$ cat src/rtl/irq_ser_pkg.sv
package irq_ser_pkg;
    localparam int unsigned N_SRC  = 6;
    localparam int unsigned STAT_W = 8;

    localparam int unsigned SRC_READY = 0;
    localparam int unsigned SRC_SETUP = 1;
    localparam int unsigned SRC_EP0   = 2;
    localparam int unsigned SRC_OUTF  = 3;
    localparam int unsigned SRC_ENUM  = 4;
    localparam int unsigned SRC_BUS   = 5;

    typedef enum logic [1:0] {
        ST_IDLE = 2'd0,
        ST_SHOW = 2'd1,
        ST_GAP  = 2'd2
    } ser_state_t;
endpackage

$ cat src/rtl/irq_ser_capture.sv
module irq_ser_capture #(
    parameter int unsigned N = 6,
    parameter logic [N-1:0] RESET_PEND = '0
) (
    input  logic         clk,
    input  logic         rst_n,
    input  logic [N-1:0] evt_i,
    input  logic [N-1:0] clr_i,
    output logic [N-1:0] pend_o
);
    logic [N-1:0] evt_q;
    logic [N-1:0] rise;

    assign rise = evt_i & ~evt_q;

    // a new edge takes precedence over an acknowledge in the same cycle
    always_ff @(posedge clk) begin
        if (!rst_n) begin
            evt_q  <= '0;
            pend_o <= RESET_PEND;
        end else begin
            evt_q  <= evt_i;
            pend_o <= (pend_o & ~clr_i) | rise;
        end
    end

    // an edge always leaves its pending bit set
    a_r2_edge_sets: assert property (@(posedge clk) disable iff (!rst_n)
        (rise != '0) |=> ((pend_o & $past(rise)) == $past(rise)));
endmodule

$ cat src/rtl/irq_ser_pick.sv
module irq_ser_pick #(
    parameter int unsigned N = 6
) (
    input  logic [N-1:0] req_i,
    output logic [N-1:0] grant_o,
    output logic         any_o
);
    logic [N:0] seen;

    assign seen[0] = 1'b0;

    genvar gi;
    generate
        for (gi = 0; gi < N; gi++) begin : g_chain
            assign grant_o[gi]  = req_i[gi] & ~seen[gi];
            assign seen[gi + 1] = seen[gi] | req_i[gi];
        end
    endgenerate

    assign any_o = seen[N];
endmodule

$ cat src/rtl/irq_ser_fsm.sv
module irq_ser_fsm
    import irq_ser_pkg::*;
#(
    parameter int unsigned N = 6
) (
    input  logic         clk,
    input  logic         rst_n,
    input  logic         elig_any_i,
    input  logic [N-1:0] grant_i,
    input  logic         rd_i,
    output logic         irq_n_o,
    output logic [N-1:0] shown_o,
    output logic [N-1:0] clr_o
);
    ser_state_t   state_q, state_d;
    logic [N-1:0] cur_q, cur_d;

    always_comb begin
        state_d = state_q;
        cur_d   = cur_q;
        unique case (state_q)
            ST_IDLE, ST_GAP: begin
                if (elig_any_i) begin
                    state_d = ST_SHOW;
                    cur_d   = grant_i;
                end else begin
                    state_d = ST_IDLE;
                end
            end
            ST_SHOW: begin
                if (rd_i) state_d = ST_GAP;
            end
            default: state_d = ST_IDLE;
        endcase
    end

    always_ff @(posedge clk) begin
        if (!rst_n) begin
            state_q <= ST_IDLE;
            cur_q   <= '0;
        end else begin
            state_q <= state_d;
            cur_q   <= cur_d;
        end
    end

    always_comb begin
        irq_n_o = 1'b1;
        shown_o = '0;
        clr_o   = '0;
        unique case (state_q)
            ST_SHOW: begin
                irq_n_o = 1'b0;
                shown_o = cur_q;
                if (rd_i) clr_o = cur_q;
            end
            default: ;
        endcase
    end

    // an acknowledge always leads to one high cycle
    a_r6_gap_after_read: assert property (@(posedge clk) disable iff (!rst_n)
        (!irq_n_o && rd_i) |=> irq_n_o);
    // presentation holds until read
    a_r5_hold_until_read: assert property (@(posedge clk) disable iff (!rst_n)
        (!irq_n_o && !rd_i) |=> (!irq_n_o && $stable(shown_o)));
endmodule

$ cat src/rtl/irq_serializer.sv
module irq_serializer
    import irq_ser_pkg::*;
#(
    parameter int unsigned SRC_N   = N_SRC,
    parameter int unsigned STATUSW = STAT_W
) (
    input  logic               clk,
    input  logic               rst_n,
    input  logic [SRC_N-1:0]   evt_i,
    input  logic               en_wr_i,
    input  logic [SRC_N-1:0]   en_data_i,
    input  logic               stat_rd_i,
    output logic [STATUSW-1:0] stat_o,
    output logic               irq_n_o
);
    localparam logic [SRC_N-1:0] READY_ONLY = SRC_N'(1) << SRC_READY;
    localparam int unsigned      PAD_W      = STATUSW - SRC_N;

    logic [SRC_N-1:0] en_q;
    logic [SRC_N-1:0] pend;
    logic [SRC_N-1:0] clr;
    logic [SRC_N-1:0] grant;
    logic [SRC_N-1:0] shown;
    logic             elig_any;

    always_ff @(posedge clk) begin
        if (!rst_n)       en_q <= '1;
        else if (en_wr_i) en_q <= en_data_i;
    end

    irq_ser_capture #(.N(SRC_N), .RESET_PEND(READY_ONLY)) u_cap (
        .clk    (clk),
        .rst_n  (rst_n),
        .evt_i  (evt_i),
        .clr_i  (clr),
        .pend_o (pend)
    );

    irq_ser_pick #(.N(SRC_N)) u_pick (
        .req_i   (pend & en_q),
        .grant_o (grant),
        .any_o   (elig_any)
    );

    irq_ser_fsm #(.N(SRC_N)) u_fsm (
        .clk        (clk),
        .rst_n      (rst_n),
        .elig_any_i (elig_any),
        .grant_i    (grant),
        .rd_i       (stat_rd_i),
        .irq_n_o    (irq_n_o),
        .shown_o    (shown),
        .clr_o      (clr)
    );

    assign stat_o = {{PAD_W{1'b0}}, shown};

    // one-hot while low, zero while high
    a_r3_onehot_status: assert property (@(posedge clk) disable iff (!rst_n)
        (!irq_n_o |-> $onehot(stat_o)) and (irq_n_o |-> (stat_o == '0)));
    // a newly presented source was enabled when chosen
    a_r7_only_enabled: assert property (@(posedge clk) disable iff (!rst_n)
        $fell(irq_n_o) |-> ((stat_o[SRC_N-1:0] & $past(en_q)) != '0));
    // the presented source remains pending until acknowledged
    a_r8_shown_pending: assert property (@(posedge clk) disable iff (!rst_n)
        !irq_n_o |-> ((stat_o[SRC_N-1:0] & pend) != '0));
endmodule

$ cat config.mk
export PLATFORM = sky130hd
export DESIGN_NAME = irq_serializer
export DESIGN_NICKNAME = d
export VERILOG_FILES = /design/src/rtl/irq_ser_pkg.sv /design/src/rtl/irq_ser_capture.sv /design/src/rtl/irq_ser_pick.sv /design/src/rtl/irq_ser_fsm.sv /design/src/rtl/irq_serializer.sv
export SDC_FILE = /design/constraint.sdc
export NUM_CORES = 1
export LEC_CHECK = 0
export BUFFER_PORTS_ARGS = -buffer_cell sky130_fd_sc_hd__buf_2
export CAP_MARGIN = 20
export CORE_MARGIN = 2
export CORE_UTILIZATION = 40
export CTS_BUF_LIST = sky130_fd_sc_hd__clkbuf_8
export DETAILED_ROUTE_END_ITERATION = 10
export SLEW_MARGIN = 20
export SYNTH_ARGS = -nofsm -noshare
export SYNTH_HDL_FRONTEND = slang
export SYNTH_SLANG_ARGS = --single-unit
$ cat constraint.sdc
create_clock -name clk -period 1.5 [get_ports clk]
set_input_delay 0.15 -clock clk [delete_from_list [all_inputs] [get_ports clk]]
set_output_delay 0.15 -clock clk [all_outputs]
set_load 0.02 [all_outputs]
; After elaboration in Yosys (flattened, before gate mapping)
; Cells that the tools add are included.
[word_totals]
register_bits = 26
in_bits = 16
out_inout_bits = 9
elab_cells = 39
[op_classes]
n_eq_ne = 3
mux = 7
n_bitwise = 21
n_reduce_logical = 3
[ops]
columns = op, count
row1 = $and 6x6->6, 3
row2 = $mux 6, 3
row3 = $not 6->6, 2
row4 = $or 6x6->6, 1
row5 = $and 1x1->1, 5
row6 = $not 1->1, 5
row7 = $or 1x1->1, 5
row8 = $pmux 2 s2, 1
row9 = $eq 2x1->1 const B, 1
row10 = $eq 2x2->1 const B, 1
row11 = $logic_not 2->1, 1
row12 = $mux 1, 2
row13 = $mux 2, 1
row14 = $ne 2x2->1 const B, 1
row15 = $reduce_and 2->1, 1
row16 = $reduce_or 2->1, 1

; Depth between registers and ports, before layout
[logic_depth]
word_depth = 8
mapped_depth = 4
mapped_depth_nobuf = 4

; Modules after synthesis
; Synthesis repeated with hierarchy kept, for this count alone.
[hier_totals]
cells_unflattened = 121
area_unflattened_um2 = 1153.6
[by_module_without_submodules]
columns = module, n_inst, cells_each, area_each_um2, seq_area_each_um2
row1 = irq_ser_capture, 1, 37, 412.9, 240.2
row2 = irq_ser_fsm, 1, 47, 407.9, 160.2
row3 = irq_serializer, 1, 28, 270.3, 120.1
row4 = irq_ser_pick, 1, 9, 62.6, 0.0

; Worst setup path after synthesis
; OpenSTA, ideal clock, no wires.
[synth_path]
path_type = flip-flop to flip-flop
startpoint = reg u_cap.pend_o[0]
endpoint = reg u_fsm.state_q[0]
arrival_ps = 1099
setup_slack_ps = 286
stages_incl_launch_ff = 5
path_buffers = 1
path_cell_list = dfxtp_1 > a222oi_1 > buf_4 > a41oi_2 > o21a_1
[synth_between]
elab_chain_len = 8
[synth_rtl]
columns = element, line_no
row1 = start: declaration, irq_ser_capture.sv:9  ; output logic [N-1:0] pend_o
row2 = start signal: assignment, irq_ser_capture.sv:23  ; pend_o <= (pend_o & ~clr_i) | rise;
row3 = $and 6x6->6, irq_serializer.sv:40  ; .req_i (pend & en_q),
row4 = $or 1x1->1 (5 in a row), irq_ser_pick.sv:16  ; assign seen[gi + 1] = seen[gi] | req_i[gi];
row5 = $mux 1, irq_ser_fsm.sv:23  ; if (elig_any_i) begin
row6 = $pmux 2 s2, irq_ser_fsm.sv:21  ; unique case (state_q)
row7 = end signal: assignment, irq_ser_fsm.sv:42  ; state_q <= state_d;
row8 = end: declaration, irq_ser_fsm.sv:15  ; ser_state_t state_q, state_d;
; Every way passes these cells.
; A chain may end at the register's enable or synchronous reset.

; Final worst setup path
[layout_path]
startpoint = reg u_fsm.state_q[0]
endpoint = out stat_o[5]
[layout_between]
elab_chain_len = 2
[layout_rtl]
columns = element, line_no
row1 = $eq 2x1->1, irq_ser_fsm.sv:51  ; unique case (state_q)
row2 = $mux 6, irq_ser_fsm.sv:51
row3 = end: declaration, irq_serializer.sv:13  ; output logic [STATUSW-1:0] stat_o,
; Every way passes these cells.

==> flow_metrics.env <==
export IMPL_outcome="finished, final reports clean"
export IMPL_drt_pass1_iter_count=4
export IMPL_hold_viol_final=0
export IMPL_cts_root_buf="clkbuf_8"
export IMPL_grt_pass1_wl_mm=3.77
export IMPL_gr_usage_met1_pct=18.8
export IMPL_n_antenna_cell=0
export IMPL_arrival_ps=1260
export IMPL_synthTopCellsByArea="dfxtp_1, and2_1, mux2i_1, nand2_1, a21bo_2"
export IMPL_setup_viol=0
export IMPL_worstPathRequired_ps=1350
export IMPL_area_delta_synth_final_pct=20.4
export IMPL_clkSlewWorstSetupHoldPaths_ps=90
export IMPL_path_class="reg -> out"
export IMPL_yosysTopAreaCellShare_pct=46.8
export IMPL_ys_seq_area_share_pct=46.8
export IMPL_clockBufferDepth=2
export IMPL_synth_top_cells_by_count="dfxtp_1, nand2_1, and2_1"
export IMPL_p_total_mw=1.54
export IMPL_fin_tns_setup_ps=0
export IMPL_max_cap_violations=0
export IMPL_ant_nets=0
export IMPL_met2_usage_pct=25.9
export IMPL_fp_dieW_um=56.7
export IMPL_rows=19
export IMPL_cts_made_buffers=3
export IMPL_grt_use_total_pct=15.4
export IMPL_period_needed_ps=1410
export IMPL_via_per_inst=5.24
export IMPL_yosys_warnings=0
export IMPL_vias=907
export IMPL_tritoncts="done"
export IMPL_drtIter0Drc=13
export IMPL_num_io_pins=25
export IMPL_ys_types=30
export IMPL_yosysMostFrequentCell="dfxtp_1"
export IMPL_clkSinkCount=26
export IMPL_htree_levels=1
export IMPL_max_freq_mhz=708
export IMPL_synth_area_leader_cell="dfxtp_1"
export IMPL_ir_drop_uv=840
export IMPL_cp_start_kind="register"
export IMPL_drive_gt1_share_pct=27.5
export IMPL_place_gp_congestion=0.872
export IMPL_wire_per_inst_um=13.3
export IMPL_synth_ff_type="dfxtp_1"
export IMPL_leakage_nw=0.589
export IMPL_nFillCells=272
export IMPL_routed_wl_mm=2.29
export IMPL_grt_pass1_vias=853
export IMPL_crit_path_end_kind="output pin"
export IMPL_use_met3_pct=4.84
export IMPL_hold_class="in -> reg"
export IMPL_dieArea_mm2=0.00322
export IMPL_ys_ff_latch=26
export IMPL_async_flop_share_pct=0
export IMPL_syn_area_per_cell_um2=9.50
export IMPL_synth_area_mm2=0.00111
export IMPL_slew_violations=0
export IMPL_top_usage_layer="met2"
export IMPL_portBuffers=22
export IMPL_drcViolationCount=0
export IMPL_gr_total_overflow=0
export IMPL_p_per_area_mw_per_mm2=1150
export IMPL_nets=159
export IMPL_synth_edf_count=0
export IMPL_synth_cells=117
export IMPL_rsz0062_at_grt="false"
export IMPL_clock_skew_ps=2.45
export IMPL_chipHeight_um=56.7
export IMPL_core_mm2=0.00269
export IMPL_antenna_found_initial=0
export IMPL_fin_crit_sh_pct=94.2
export IMPL_clkLatencyLatePin_ps=280
export IMPL_cts_hold_buf=0
export IMPL_initial_core_util_pct=41.4
export IMPL_cp_max_fo=5
export IMPL_grt_max_degree=21
-- stage by stage --
step	instances	cell area, µm²	worst slack, ps	hold slack [ps]	util, %
finish	173	1340	86.6	79.6	49.8
global route	173	1340	16.3	77.0	49.8
CTS	173	1340	65.9	80.4	49.7
detailed placement	169	1260	214	370	47.0
global placement	169	1260	228	364	47.0
floorplan	118	1110	286	272	-
-- logic make-up after synthesis --
group | count (synthesis) | share of synthesized area, %
flops | 26 | 46.8
buf+inv | 11 | 5.07
compound gates | 27 | 19.1
simple gates | 46 | 23.2
other cells | 1 | 0.338
mux | 6 | 5.41
-- final timing paths --
path / end / slack [ps] / from / depth (start not counted)
worst max-delay path: stat_o[5] / 90 / u_fsm.state_q[0] / 4
worst min-delay path: u_cap.evt_q[3] / 80 / evt_i[3] / 2
worst max register to register: u_fsm.state_q[0] / 200 / u_cap.pend_o[0] / 4
worst min register to register: u_cap.pend_o[1] / 490 / u_cap.evt_q[1] / 2
-- report_power, final --
part	switching, mW	internal, mW
registers	0.0292	0.730
logic	0.101	0.0948
clock network	0.228	0.358
-- registers in the layout, summed over array words and instances, names as in the netlist --
register and flops:
u_fsm.cur_q 6, u_cap.evt_q 6, en_q 6, u_fsm.state_q 2, u_cap.pend_o 6
-- worst max-delay path, cell delays in order (launching register included) --
cell	delay [ps]
dfxtp_1	390
nor2b_2	180
buf_4	140
and2_1	120
buf_2	160
-- metal layers --
layer	vias up	part of all wire (%)
li1	457	-
met1	429	47
met2	19	47
met3	2	5.2
met4	0	0.83
met5	-	0
-- cell usage in the layout, fill, tap and decap left out, drive strengths merged, types with 2 or more instances in the layout --
master  netlist  layout
nand2b        4       4
dfxtp        26      26
a21boi        4       4
a21oi         6       6
nor2b         2       2
nand2        14      14
nand3b        3       3
o21a          2       2
and2         13      13
conb          1       2
a32oi         2       2
inv           2       2
nand4         6       6
nor2          2       2
a31oi         3       3
a21bo         4       4
mux2i         6       6
buf           5      28
clkbuf        3       3
-- timing repair --
| action | CTS | global route |
|---|---|---|
| gates resized for setup | 0 | 1 |
| endpoints found under the hold margin | 0 | 0 |
| endpoints found under the setup margin | 0 | 4 |
| setup buffers | 0 | 0 |
-- cell type report --
type	count	area, µm²	share of cell area, %
clock inverter	1	30.0	2.25
tap	31	38.8	2.90
timing repair buffer	28	155	11.6
clock buffer	3	41.3	3.09
multi-input combinational	81	541	40.4
sequential	26	520	38.9
inverter	3	11.3	0.842
No activity file was read; power rests on OpenSTA's default activity.
